### src/rtl/timer_pkg.sv
package timer_pkg;
  localparam int DATA_W  = 16;
  localparam int NUM_TMR = 3;

  // mode bit positions
  localparam int MB_STOP      = 0;
  localparam int MB_TGT_RESET = 3;
  localparam int MB_IRQ_TGT   = 4;
  localparam int MB_IRQ_OVF   = 5;
  localparam int MB_REPEAT    = 6;
  localparam int MB_ALT_SRC   = 8;
  localparam int MB_DIV_SRC   = 9;
  localparam int MB_EVT       = 10;
  localparam int MB_HIT_TGT   = 11;
  localparam int MB_HIT_OVF   = 12;

  localparam logic [DATA_W-1:0] MODE_KEEP   = 16'h1FFF;
  localparam logic [DATA_W-1:0] STICKY_MASK = 16'h1800;

  typedef enum logic [1:0] {
    REG_COUNT  = 2'd0,
    REG_MODE   = 2'd1,
    REG_TARGET = 2'd2,
    REG_NONE   = 2'd3
  } reg_sel_e;
endpackage

### src/rtl/timer_prescale.sv
module timer_prescale #(
  parameter int DIV = 8
) (
  input  logic clk,
  input  logic rst_n,
  output logic strobe
);
  localparam int PW = (DIV > 1) ? $clog2(DIV) : 1;
  localparam logic [PW-1:0] LAST = PW'(DIV - 1);

  logic [PW-1:0] phase_q;

  always_ff @(posedge clk or negedge rst_n) begin
    if (!rst_n)              phase_q <= '0;
    else if (phase_q == LAST) phase_q <= '0;
    else                     phase_q <= phase_q + 1'b1;
  end

  assign strobe = (phase_q == LAST);


  div_period_chk: assert property (@(posedge clk) disable iff (!rst_n)
    strobe |=> !strobe || (DIV == 1));
endmodule

### src/rtl/timer_unit.sv
module timer_unit
  import timer_pkg::*;
#(
  parameter int ALT_BIT  = MB_ALT_SRC,
  parameter bit HAS_STOP = 1'b0
) (
  input  logic              clk,
  input  logic              rst_n,
  input  logic              cnt_wr,
  input  logic              mode_wr,
  input  logic              tgt_wr,
  input  logic              mode_rd,
  input  logic [DATA_W-1:0] wdata,
  input  logic              alt_tick,
  output logic [DATA_W-1:0] cnt_o,
  output logic [DATA_W-1:0] mode_o,
  output logic [DATA_W-1:0] tgt_o,
  output logic              irq_o
);
  logic [DATA_W-1:0] cnt_q, mode_q, tgt_q;
  logic              fired_q, irq_q;

  logic              stopped, src_tick, step, at_tgt;
  logic              tgt_evt, ovf_evt, want_irq, fire;
  logic [DATA_W-1:0] cnt_nxt, flag_set, mode_kept;

  always_comb begin
    stopped   = HAS_STOP && mode_q[MB_STOP];
    src_tick  = mode_q[ALT_BIT] ? alt_tick : 1'b1;
    step      = src_tick && !stopped && !cnt_wr;
    at_tgt    = mode_q[MB_TGT_RESET] && (cnt_q == tgt_q);
    cnt_nxt   = at_tgt ? '0 : cnt_q + 1'b1;
    ovf_evt   = step && !at_tgt && (cnt_q == '1);
    tgt_evt   = step && !at_tgt && (cnt_nxt == tgt_q);
    want_irq  = (tgt_evt && mode_q[MB_IRQ_TGT]) || (ovf_evt && mode_q[MB_IRQ_OVF]);
    fire      = want_irq && (mode_q[MB_REPEAT] || !fired_q);
    flag_set  = '0;
    flag_set[MB_EVT]     = tgt_evt || ovf_evt;
    flag_set[MB_HIT_TGT] = tgt_evt;
    flag_set[MB_HIT_OVF] = ovf_evt;
    mode_kept = mode_rd ? (mode_q & ~STICKY_MASK) : mode_q;
  end

  always_ff @(posedge clk or negedge rst_n) begin
    if (!rst_n) begin
      cnt_q   <= '0;
      mode_q  <= '0;
      tgt_q   <= '0;
      fired_q <= 1'b0;
      irq_q   <= 1'b0;
    end else begin
      if (tgt_wr) tgt_q <= wdata;
      if (mode_wr) begin
        mode_q  <= wdata & MODE_KEEP;
        cnt_q   <= '0;
        fired_q <= 1'b0;
        irq_q   <= 1'b0;
      end else begin
        mode_q <= mode_kept | flag_set;
        if (cnt_wr)    cnt_q <= wdata;
        else if (step) cnt_q <= cnt_nxt;
        irq_q <= fire;
        if (fire) fired_q <= 1'b1;
      end
    end
  end

  assign cnt_o  = cnt_q;
  assign mode_o = mode_q;
  assign tgt_o  = tgt_q;
  assign irq_o  = irq_q;


  tgt_reset_chk: assert property (@(posedge clk) disable iff (!rst_n)
    (mode_q[MB_TGT_RESET] && src_tick && !stopped && !cnt_wr && !mode_wr
     && cnt_q == tgt_q) |=> (cnt_q == '0));


  oneshot_chk: assert property (@(posedge clk) disable iff (!rst_n)
    (fired_q && !mode_q[MB_REPEAT] && !mode_wr) |=> !irq_q);


  modewr_chk: assert property (@(posedge clk) disable iff (!rst_n)
    mode_wr |=> (cnt_q == '0 && !fired_q && !irq_q));


  tgtwr_chk: assert property (@(posedge clk) disable iff (!rst_n)
    (tgt_wr && !cnt_wr && !mode_wr && (!src_tick || stopped)) |=> $stable(cnt_q));


  rdclear_chk: assert property (@(posedge clk) disable iff (!rst_n)
    (mode_rd && !mode_wr && !tgt_evt && !ovf_evt) |=> (mode_q[MB_HIT_OVF:MB_HIT_TGT] == 2'b00));


  keepflag_chk: assert property (@(posedge clk) disable iff (!rst_n)
    (tgt_evt && !mode_wr) |=> mode_q[MB_HIT_TGT]);


  stop_hold_chk: assert property (@(posedge clk) disable iff (!rst_n)
    (HAS_STOP && mode_q[MB_STOP] && !cnt_wr && !mode_wr) |=> $stable(cnt_q));
endmodule

### src/rtl/tick_timer_bank.sv
module tick_timer_bank
  import timer_pkg::*;
#(
  parameter int ADDR_W = 6,
  parameter int DIV    = 8
) (
  input  logic              clk,
  input  logic              rst_n,
  input  logic [ADDR_W-1:0] bus_addr,
  input  logic              bus_wr,
  input  logic              bus_rd,
  input  logic [DATA_W-1:0] bus_wdata,
  output logic [DATA_W-1:0] bus_rdata,
  output logic              bus_rvalid,
  input  logic              dot_tick,
  input  logic              hsync_tick,
  output logic [NUM_TMR-1:0] irq_pulse
);
  localparam int RSEL_LSB = 2;
  localparam int TSEL_LSB = 4;
  localparam int MAP_W    = 6;

  logic              div_tick;
  logic              addr_ok;
  logic [1:0]        tsel;
  reg_sel_e          rsel;
  logic [NUM_TMR-1:0] alt_ticks;
  logic [DATA_W-1:0] cnt_a  [NUM_TMR];
  logic [DATA_W-1:0] mode_a [NUM_TMR];
  logic [DATA_W-1:0] tgt_a  [NUM_TMR];
  logic [DATA_W-1:0] rd_mux, rdata_q;
  logic              rvalid_q;

  timer_prescale #(.DIV(DIV)) u_pre (
    .clk(clk), .rst_n(rst_n), .strobe(div_tick)
  );

  assign alt_ticks = {div_tick, hsync_tick, dot_tick};

  always_comb begin
    addr_ok = (bus_addr[RSEL_LSB-1:0] == '0) && ((bus_addr >> MAP_W) == '0);
    tsel    = bus_addr[TSEL_LSB+1:TSEL_LSB];
    rsel    = reg_sel_e'(bus_addr[RSEL_LSB+1:RSEL_LSB]);
  end

  for (genvar i = 0; i < NUM_TMR; i++) begin : g_tmr
    localparam int ALT  = (i == 2) ? MB_DIV_SRC : MB_ALT_SRC;
    localparam bit STOP = (i == 2);
    logic hit;
    assign hit = addr_ok && (tsel == 2'(i));

    timer_unit #(.ALT_BIT(ALT), .HAS_STOP(STOP)) u_tmr (
      .clk      (clk),
      .rst_n    (rst_n),
      .cnt_wr   (bus_wr && hit && rsel == REG_COUNT),
      .mode_wr  (bus_wr && hit && rsel == REG_MODE),
      .tgt_wr   (bus_wr && hit && rsel == REG_TARGET),
      .mode_rd  (bus_rd && hit && rsel == REG_MODE),
      .wdata    (bus_wdata),
      .alt_tick (alt_ticks[i]),
      .cnt_o    (cnt_a[i]),
      .mode_o   (mode_a[i]),
      .tgt_o    (tgt_a[i]),
      .irq_o    (irq_pulse[i])
    );
  end

  always_comb begin
    rd_mux = '0;
    for (int k = 0; k < NUM_TMR; k++) begin
      if (addr_ok && tsel == 2'(k)) begin
        case (rsel)
          REG_COUNT:  rd_mux = cnt_a[k];
          REG_MODE:   rd_mux = mode_a[k];
          REG_TARGET: rd_mux = tgt_a[k];
          default:    rd_mux = '0;
        endcase
      end
    end
  end

  always_ff @(posedge clk or negedge rst_n) begin
    if (!rst_n) begin
      rdata_q  <= '0;
      rvalid_q <= 1'b0;
    end else begin
      rvalid_q <= bus_rd;
      if (bus_rd) rdata_q <= rd_mux;
    end
  end

  assign bus_rdata  = rdata_q;
  assign bus_rvalid = rvalid_q;


  rvalid_chk: assert property (@(posedge clk) disable iff (!rst_n)
    bus_rd |=> bus_rvalid);


  unmapped_chk: assert property (@(posedge clk) disable iff (!rst_n)
    (bus_rd && !addr_ok) |=> (bus_rdata == '0));
endmodule

### config.mk
export PLATFORM = sky130hd
export DESIGN_NAME = tick_timer_bank
export DESIGN_NICKNAME = d
export VERILOG_FILES = /design/src/rtl/timer_pkg.sv /design/src/rtl/timer_prescale.sv /design/src/rtl/timer_unit.sv /design/src/rtl/tick_timer_bank.sv
export SDC_FILE = /design/constraint.sdc
export NUM_CORES = 1
export LEC_CHECK = 0
export BUFFER_PORTS_ARGS = -buffer_cell sky130_fd_sc_hd__buf_2
export CAP_MARGIN = 25
export CORE_MARGIN = 5
export CORE_UTILIZATION = 43
export DETAILED_ROUTE_END_ITERATION = 12
export GPL_ROUTABILITY_DRIVEN = 0
export HOLD_SLACK_MARGIN = 0.15
export MAX_ROUTING_LAYER = met4
export PLACE_DENSITY = 0.61
export SYNTH_ARGS = -nofsm -noshare
export SYNTH_HDL_FRONTEND = slang
export SYNTH_SLANG_ARGS = --single-unit
### constraint.sdc
create_clock -name clk -period 2.6 [get_ports clk]
set_input_delay 0.52 -clock clk [delete_from_list [all_inputs] [get_ports clk]]
set_output_delay 0.52 -clock clk [all_outputs]
set_load 0.005 [all_outputs]
### Word-level counts from Yosys, hierarchy flattened

Cells that the tools add are included.

| storage, ports and cells | value |
|---|---|
| word-level logic and storage cells | 150 |
| flip-flop bits (word level) | 170 |
| latch bits | 0 |
| ROM bits | 0 |
| RAM bits | 0 |
| input port bits | 28 |
| memories | 0 |

| cells by class | value |
|---|---|
| bitwise operators | 3 |
| $lt $le $gt $ge | 0 |
| add/subtract/negate cells | 4 |
| reduce and logical (&&, ||, !) cells | 74 |
| divide/modulo/power cells | 0 |
| shifts and indexed selects | 0 |
| mux-type cells | 37 |
| equal/unequal tests | 14 |
| multipliers | 0 |

Operators by type and width:

| kind | count |
|---|---|
| 2-to-1 mux 16 bit | 18 |
| one-hot mux 16 bit (3 select lines) | 3 |
| == test 16 bit | 6 |
| adder 16 x 1 -> 16 bit, second input constant | 3 |
| == test 16 bit, second input constant | 3 |
| OR 16 x 13 -> 16 bit | 3 |
| logical AND 1 bit | 46 |
| 2-to-1 mux 13 bit | 3 |
| 2-to-1 mux 1 bit | 12 |
| zero test 1 bit | 10 |
| logical OR 1 bit | 9 |
| nonzero test 3 bit | 3 |
| zero test 2 bit | 3 |
| nonzero test 2 bit | 3 |
| == test 2 x 1 -> 1 bit, second input constant | 2 |
| == test 2 bit, second input constant | 2 |
| adder 3 x 1 -> 3 bit, second input constant | 1 |
| == test 3 bit, second input constant | 1 |
| 2-to-1 mux 3 bit | 1 |

### Depth between registers and ports, before layout

| logic depth | value |
|---|---|
| word-level depth | 13 |
| mapped depth | 10 |
| mapped depth without buffers | 10 |

### By module

From an unflattened synthesis, not the netlist that was laid out.

| second synthesis, totals | value |
|---|---|
| cells, all modules | 1262 |
| area total of the unflattened synthesis | 11738.8 sq um |

By module, submodules not included:

| module | area each (sq um) | sequential area each (sq um) | cells each | instances |
|---|---|---|---|---|
| timer_unit at g_tmr[0].u_tmr ... | 3190.6 | 1176.1 | 333 | 2 |
| timer_unit at g_tmr[2].u_tmr | 3081.7 | 1176.1 | 326 | 1 |
| tick_timer_bank | 2172.1 | 425.4 | 264 | 1 |
| timer_prescale | 103.8 | 75.1 | 6 | 1 |

### Worst setup path after synthesis

OpenSTA, ideal clock, no wires.

| timing path | value |
|---|---|
| path type | reg-to-reg |
| from | reg g_tmr[2].u_tmr.cnt_q[0] |
| to | reg g_tmr[2].u_tmr.irq_q |
| data required time | 2.506 ns |
| path buffers | 0 |
| clock period less this slack | 2.903 ns |
| data arrival time | 2.809 ns |
| stages on the path, launching flop included | 10 |
| slack | -0.303 ns |
| cells stage by stage | dfrtp_1 > ha_1 > nand2_1 > or2_1 > nor3_1 > mux2_2 > a2111oi_0 > o31ai_1 > or4b_4 > a221oi_2 |

| between the ends | value |
|---|---|
| word-level cells in the longest chain between the ends | 9 |
| elaborated cells on any way between the ends | 15 |
| classes of those cells | add/sub: 1; eq/ne: 3; mux: 2; reduce/logical: 9 |

RTL lines:

| element | RTL line | RTL |
|---|---|---|
| start: declaration | timer_unit.sv:20 | `logic [DATA_W-1:0] cnt_q, mode_q, tgt_q;` |
| start signal: assignment | timer_unit.sv:60 | `if (cnt_wr) cnt_q <= wdata;` |
| start signal: assignment | timer_unit.sv:61 | `else if (step) cnt_q <= cnt_nxt;` |
| parallel branches: the longest is 6 deep, another holds adder 16 x 1 -> 16 bit | - |  |
| logical OR 1 bit * | timer_unit.sv:35 | `want_irq = (tgt_evt && mode_q[MB_IRQ_TGT]) \|\| (ovf_evt && mode_q[MB_IRQ_OVF]);` |
| logical AND 1 bit * | timer_unit.sv:36 | `fire = want_irq && (mode_q[MB_REPEAT] \|\| !fired_q);` |
| 2-to-1 mux 1 bit * | timer_unit.sv:53 | `if (mode_wr) begin` |
| end signal: assignment | timer_unit.sv:62 | `irq_q <= fire;` |
| end: declaration | timer_unit.sv:21 | `logic fired_q, irq_q;` |

Mark *: on every way between the ends.
A chain may end at the register's enable or synchronous reset.

### Worst setup path in the final report

Ends and elaborated chain as after synthesis.

==> flow_metrics.tcl <==
set metrics [dict create \
    wl_per_cell_um 22.3 \
    cts_buffers 17 \
    crit_type "register to register" \
    globalRouteOverflowTotal 0 \
    grt_pass1_wl_um 59300 \
    hold_class "primary input to register" \
    synth_edf_count 0 \
    maxCapViolCount 0 \
    failed_checks "setup timing" \
    fp.dieArea_sq_um 27600 \
    clock_latency_ps 450 \
    dp_cells 1699 \
    clock-root-buffer "clkbuf_16" \
    critPathArrivalTime_ps 3110 \
    drt-total-wl_um 38800 \
    antenna_found_initial 0 \
    cp-start-kind "register" \
    status "complete, but fails checks" \
    ys_warn_count 0 \
    via_count 10400 \
    rows 57 \
    clockBufferDepth 2 \
    synth_common_cells "nand2_1, dfrtp_1, o21ai_0" \
    synth_area_leaders "dfrtp_1, nand2_1, mux2_2" \
    initial_core_util 0.433 \
    grt_max_degree 60 \
    slew_violations 0 \
    synth_top_area_share 0.385 \
    ctsHtreeMaxLevel 4 \
    syn_area_sq_um 10500 \
    avgViaCountPerCell 5.97 \
    crit_fanout 4 \
    crit_buf_inv 0 \
    pin_count 48 \
    fmax_mhz 363 \
    syn2layout_area_growth_pct 27.9 \
    synthCells 1214 \
    yosysMostFrequentCell "nand2_1" \
    syn-num-nets 1247 \
    slowest_delay_ps 550 \
    grt_util_all_layers 0.283 \
    dr.first_iter.drc_count 1350 \
    power_density_nw_per_um2 811 \
    tightest_slew_ps 968 \
    antenna_left 0 \
    design.core.area_sq_um 24200 \
    die_w_um 166 \
    dr.pass1.iters 8 \
    required_ps 2960 \
    fin_util 0.554 \
    synth_largest_area_cell "dfrtp_1" \
    die_height_um 166 \
    final-hold-violation-count 0 \
    setup_viol 3 \
    peakVddDrop_mv 0.368 \
    drc 0 \
    dpl.hpwl_um 28500 \
    cpLargestDelayFamily "simple AND/OR/NAND/NOR gates" \
    cp_cell_sequence "ha_4, nand2_4, or2_4, nor3_4, mux2_4, a2111oi_4, o31ai_1, or4b_4, a221oi_2" \
    fin_cells 1740 \
    rsz0062_at_grt "true" \
    cts_tree "done" \
    nets 1435 \
    p_leak_nw 6.02 \
    grt_pass1_vias 9956 \
    path_clk_slew_ps 80 \
    async_flop_share 1.00 \
    critPathSlowestCell "or4b_4" \
    min_period_over_period 1.06 \
    synth.avg_cell_area_sq_um 8.63 \
    cp-end-kind "register" \
    ys_ff_latch 161 \
    yosysSeqAreaShare 0.385 \
    finalWorstSetupSlack_ps -156 \
    port_buffers 47 \
    fin_crit_ps 2760 \
    synth_cell_type_count 69 \
    cts.sinks 161 \
    synth_ff_type "dfrtp_1" \
    maxSlewHeadroom 0.355 \
    final.setup_skew_ps 13.2 \
    drive_above_1_share 0.295 \
]
==> routing by layer <==
| layer | up-vias | global-route usage | part of all wire |
|---|---|---|---|
| li1 | 4700 | - | - |
| met1 | 5035 | 0.397 | 0.43 |
| met2 | 562 | 0.408 | 0.44 |
| met3 | 92 | 0.0583 | 0.10 |
| met4 | 0 | 0.0972 | 0.035 |
| met5 | - | - | 0 |
==> cells in the final DEF (no fill, tap or decap), types with 5 or more instances in the layout <==
cell type,instances
o211ai_1,16
a211oi_1,17
nand2_1,169
nor3_2,8
and4_1,5
a22oi_1,11
mux2_2,50
a32oi_1,11
dfrtp_2,7
nor2b_1,5
nand3_1,28
clkbuf_16,17
buf_4,213
a21oi_1,54
buf_2,46
buf_6,5
inv_1,37
nand2b_1,9
mux2i_1,54
o2bb2ai_1,9
inv_8,5
nor2_1,95
o22ai_1,17
o31ai_1,5
nor4_2,7
or3_1,7
clkinv_8,6
nand4_1,22
buf_12,6
a22o_1,9
xor2_1,40
a221oi_2,5
nor3_1,13
nor4_1,14
dfrtp_1,154
xnor2_1,51
o21ai_0,96
==> kinds of logic after synthesis <==
kind of cell / share of synthesized area
compound gates: 0.180
xor+xnor: 0.0808
fa+ha+maj: 0.00597
buf+inv: 0.0544
flops: 0.385
mux: 0.107
simple gates: 0.186
==> final timing paths <==
kind | startpoint | end | slack (ps) | depth (start not counted)
max | g_tmr[2].u_tmr.cnt_o[0] | g_tmr[2].u_tmr.irq_o | -160 | 9
min | bus_wdata[0] | g_tmr[1].u_tmr.mode_o[0] | 420 | 3
max reg2reg | g_tmr[2].u_tmr.cnt_o[0] | g_tmr[2].u_tmr.irq_o | -160 | 9
min reg2reg | u_pre.phase_q[0] | u_pre.phase_q[0] | 450 | 1
max in group asynchronous | rst_n | g_tmr[2].u_tmr.cnt_o[6] | 1310 | 3
min in group asynchronous | rst_n | g_tmr[0].u_tmr.cnt_o[13] | 500 | 2
==> power breakdown <==
| group | switching, mW | leakage (nW) | internal (mW) |
|---|---|---|---|
| sequential | 0.525 | 2.11 | 3.01 |
| combinational | 2.48 | 3.62 | 2.25 |
| clock | 1.29 | 0.298 | 1.31 |
| total | 4.29 | 6.02 | 6.57 |
==> what timing repair did <==
| item | CTS | global route |
|---|---|---|
| setup buffers | 0 | 7 |
| endpoints found under the hold margin | 22 | 0 |
| endpoints found under the setup margin | 5 | 13 |
| hold buffers | 1 | 0 |
| pin swaps | 1 | 11 |
| gates resized for setup | 6 | 47 |
==> per-stage QoR <==
stage	setup WS (ps)	total power, mW	instance area, sq um	hold WS [ps]	TNS, ps
floorplan	-20.3	6.06	10500	224	-20.3
global placement	-109	7.85	12400	403	-223
detailed placement	-149	7.90	12400	403	-361
CTS	-89.9	10.5	13100	417	-89.9
global route	-263	11.4	13400	432	-829
finish	-156	10.9	13400	423	-242
==> sequential cells by signal (all words and copies together), names as in the netlist <==
register	flops
bus_rdata	16
u_pre.phase_q	3
g_tmr.u_tmr.cnt_o	48
g_tmr.u_tmr.irq_o	3
g_tmr.u_tmr.tgt_o	48
g_tmr.u_tmr.fired_q	3
g_tmr.u_tmr.mode_o	39
bus_rvalid	1
==> cell type report <==
class | instances | area [sq um]
fill | 2185 | 10800
multi-input combinational | 914 | 6170
sequential | 161 | 4040
timing repair buffer | 271 | 2020
clock buffer | 17 | 425
tap | 324 | 405
clock inverter | 15 | 189
inverter | 37 | 139
antenna | 1 | 2.50
==> worst register-to-register path, stage by stage (launching register included) <==
cell	delay, ps
dfrtp_1	420
ha_4	170
nand2_4	50
or2_4	250
nor3_4	170
mux2_4	340
a2111oi_4	350
o31ai_1	140
or4b_4	550
a221oi_2	230
No activity file was read; power rests on OpenSTA's default activity.
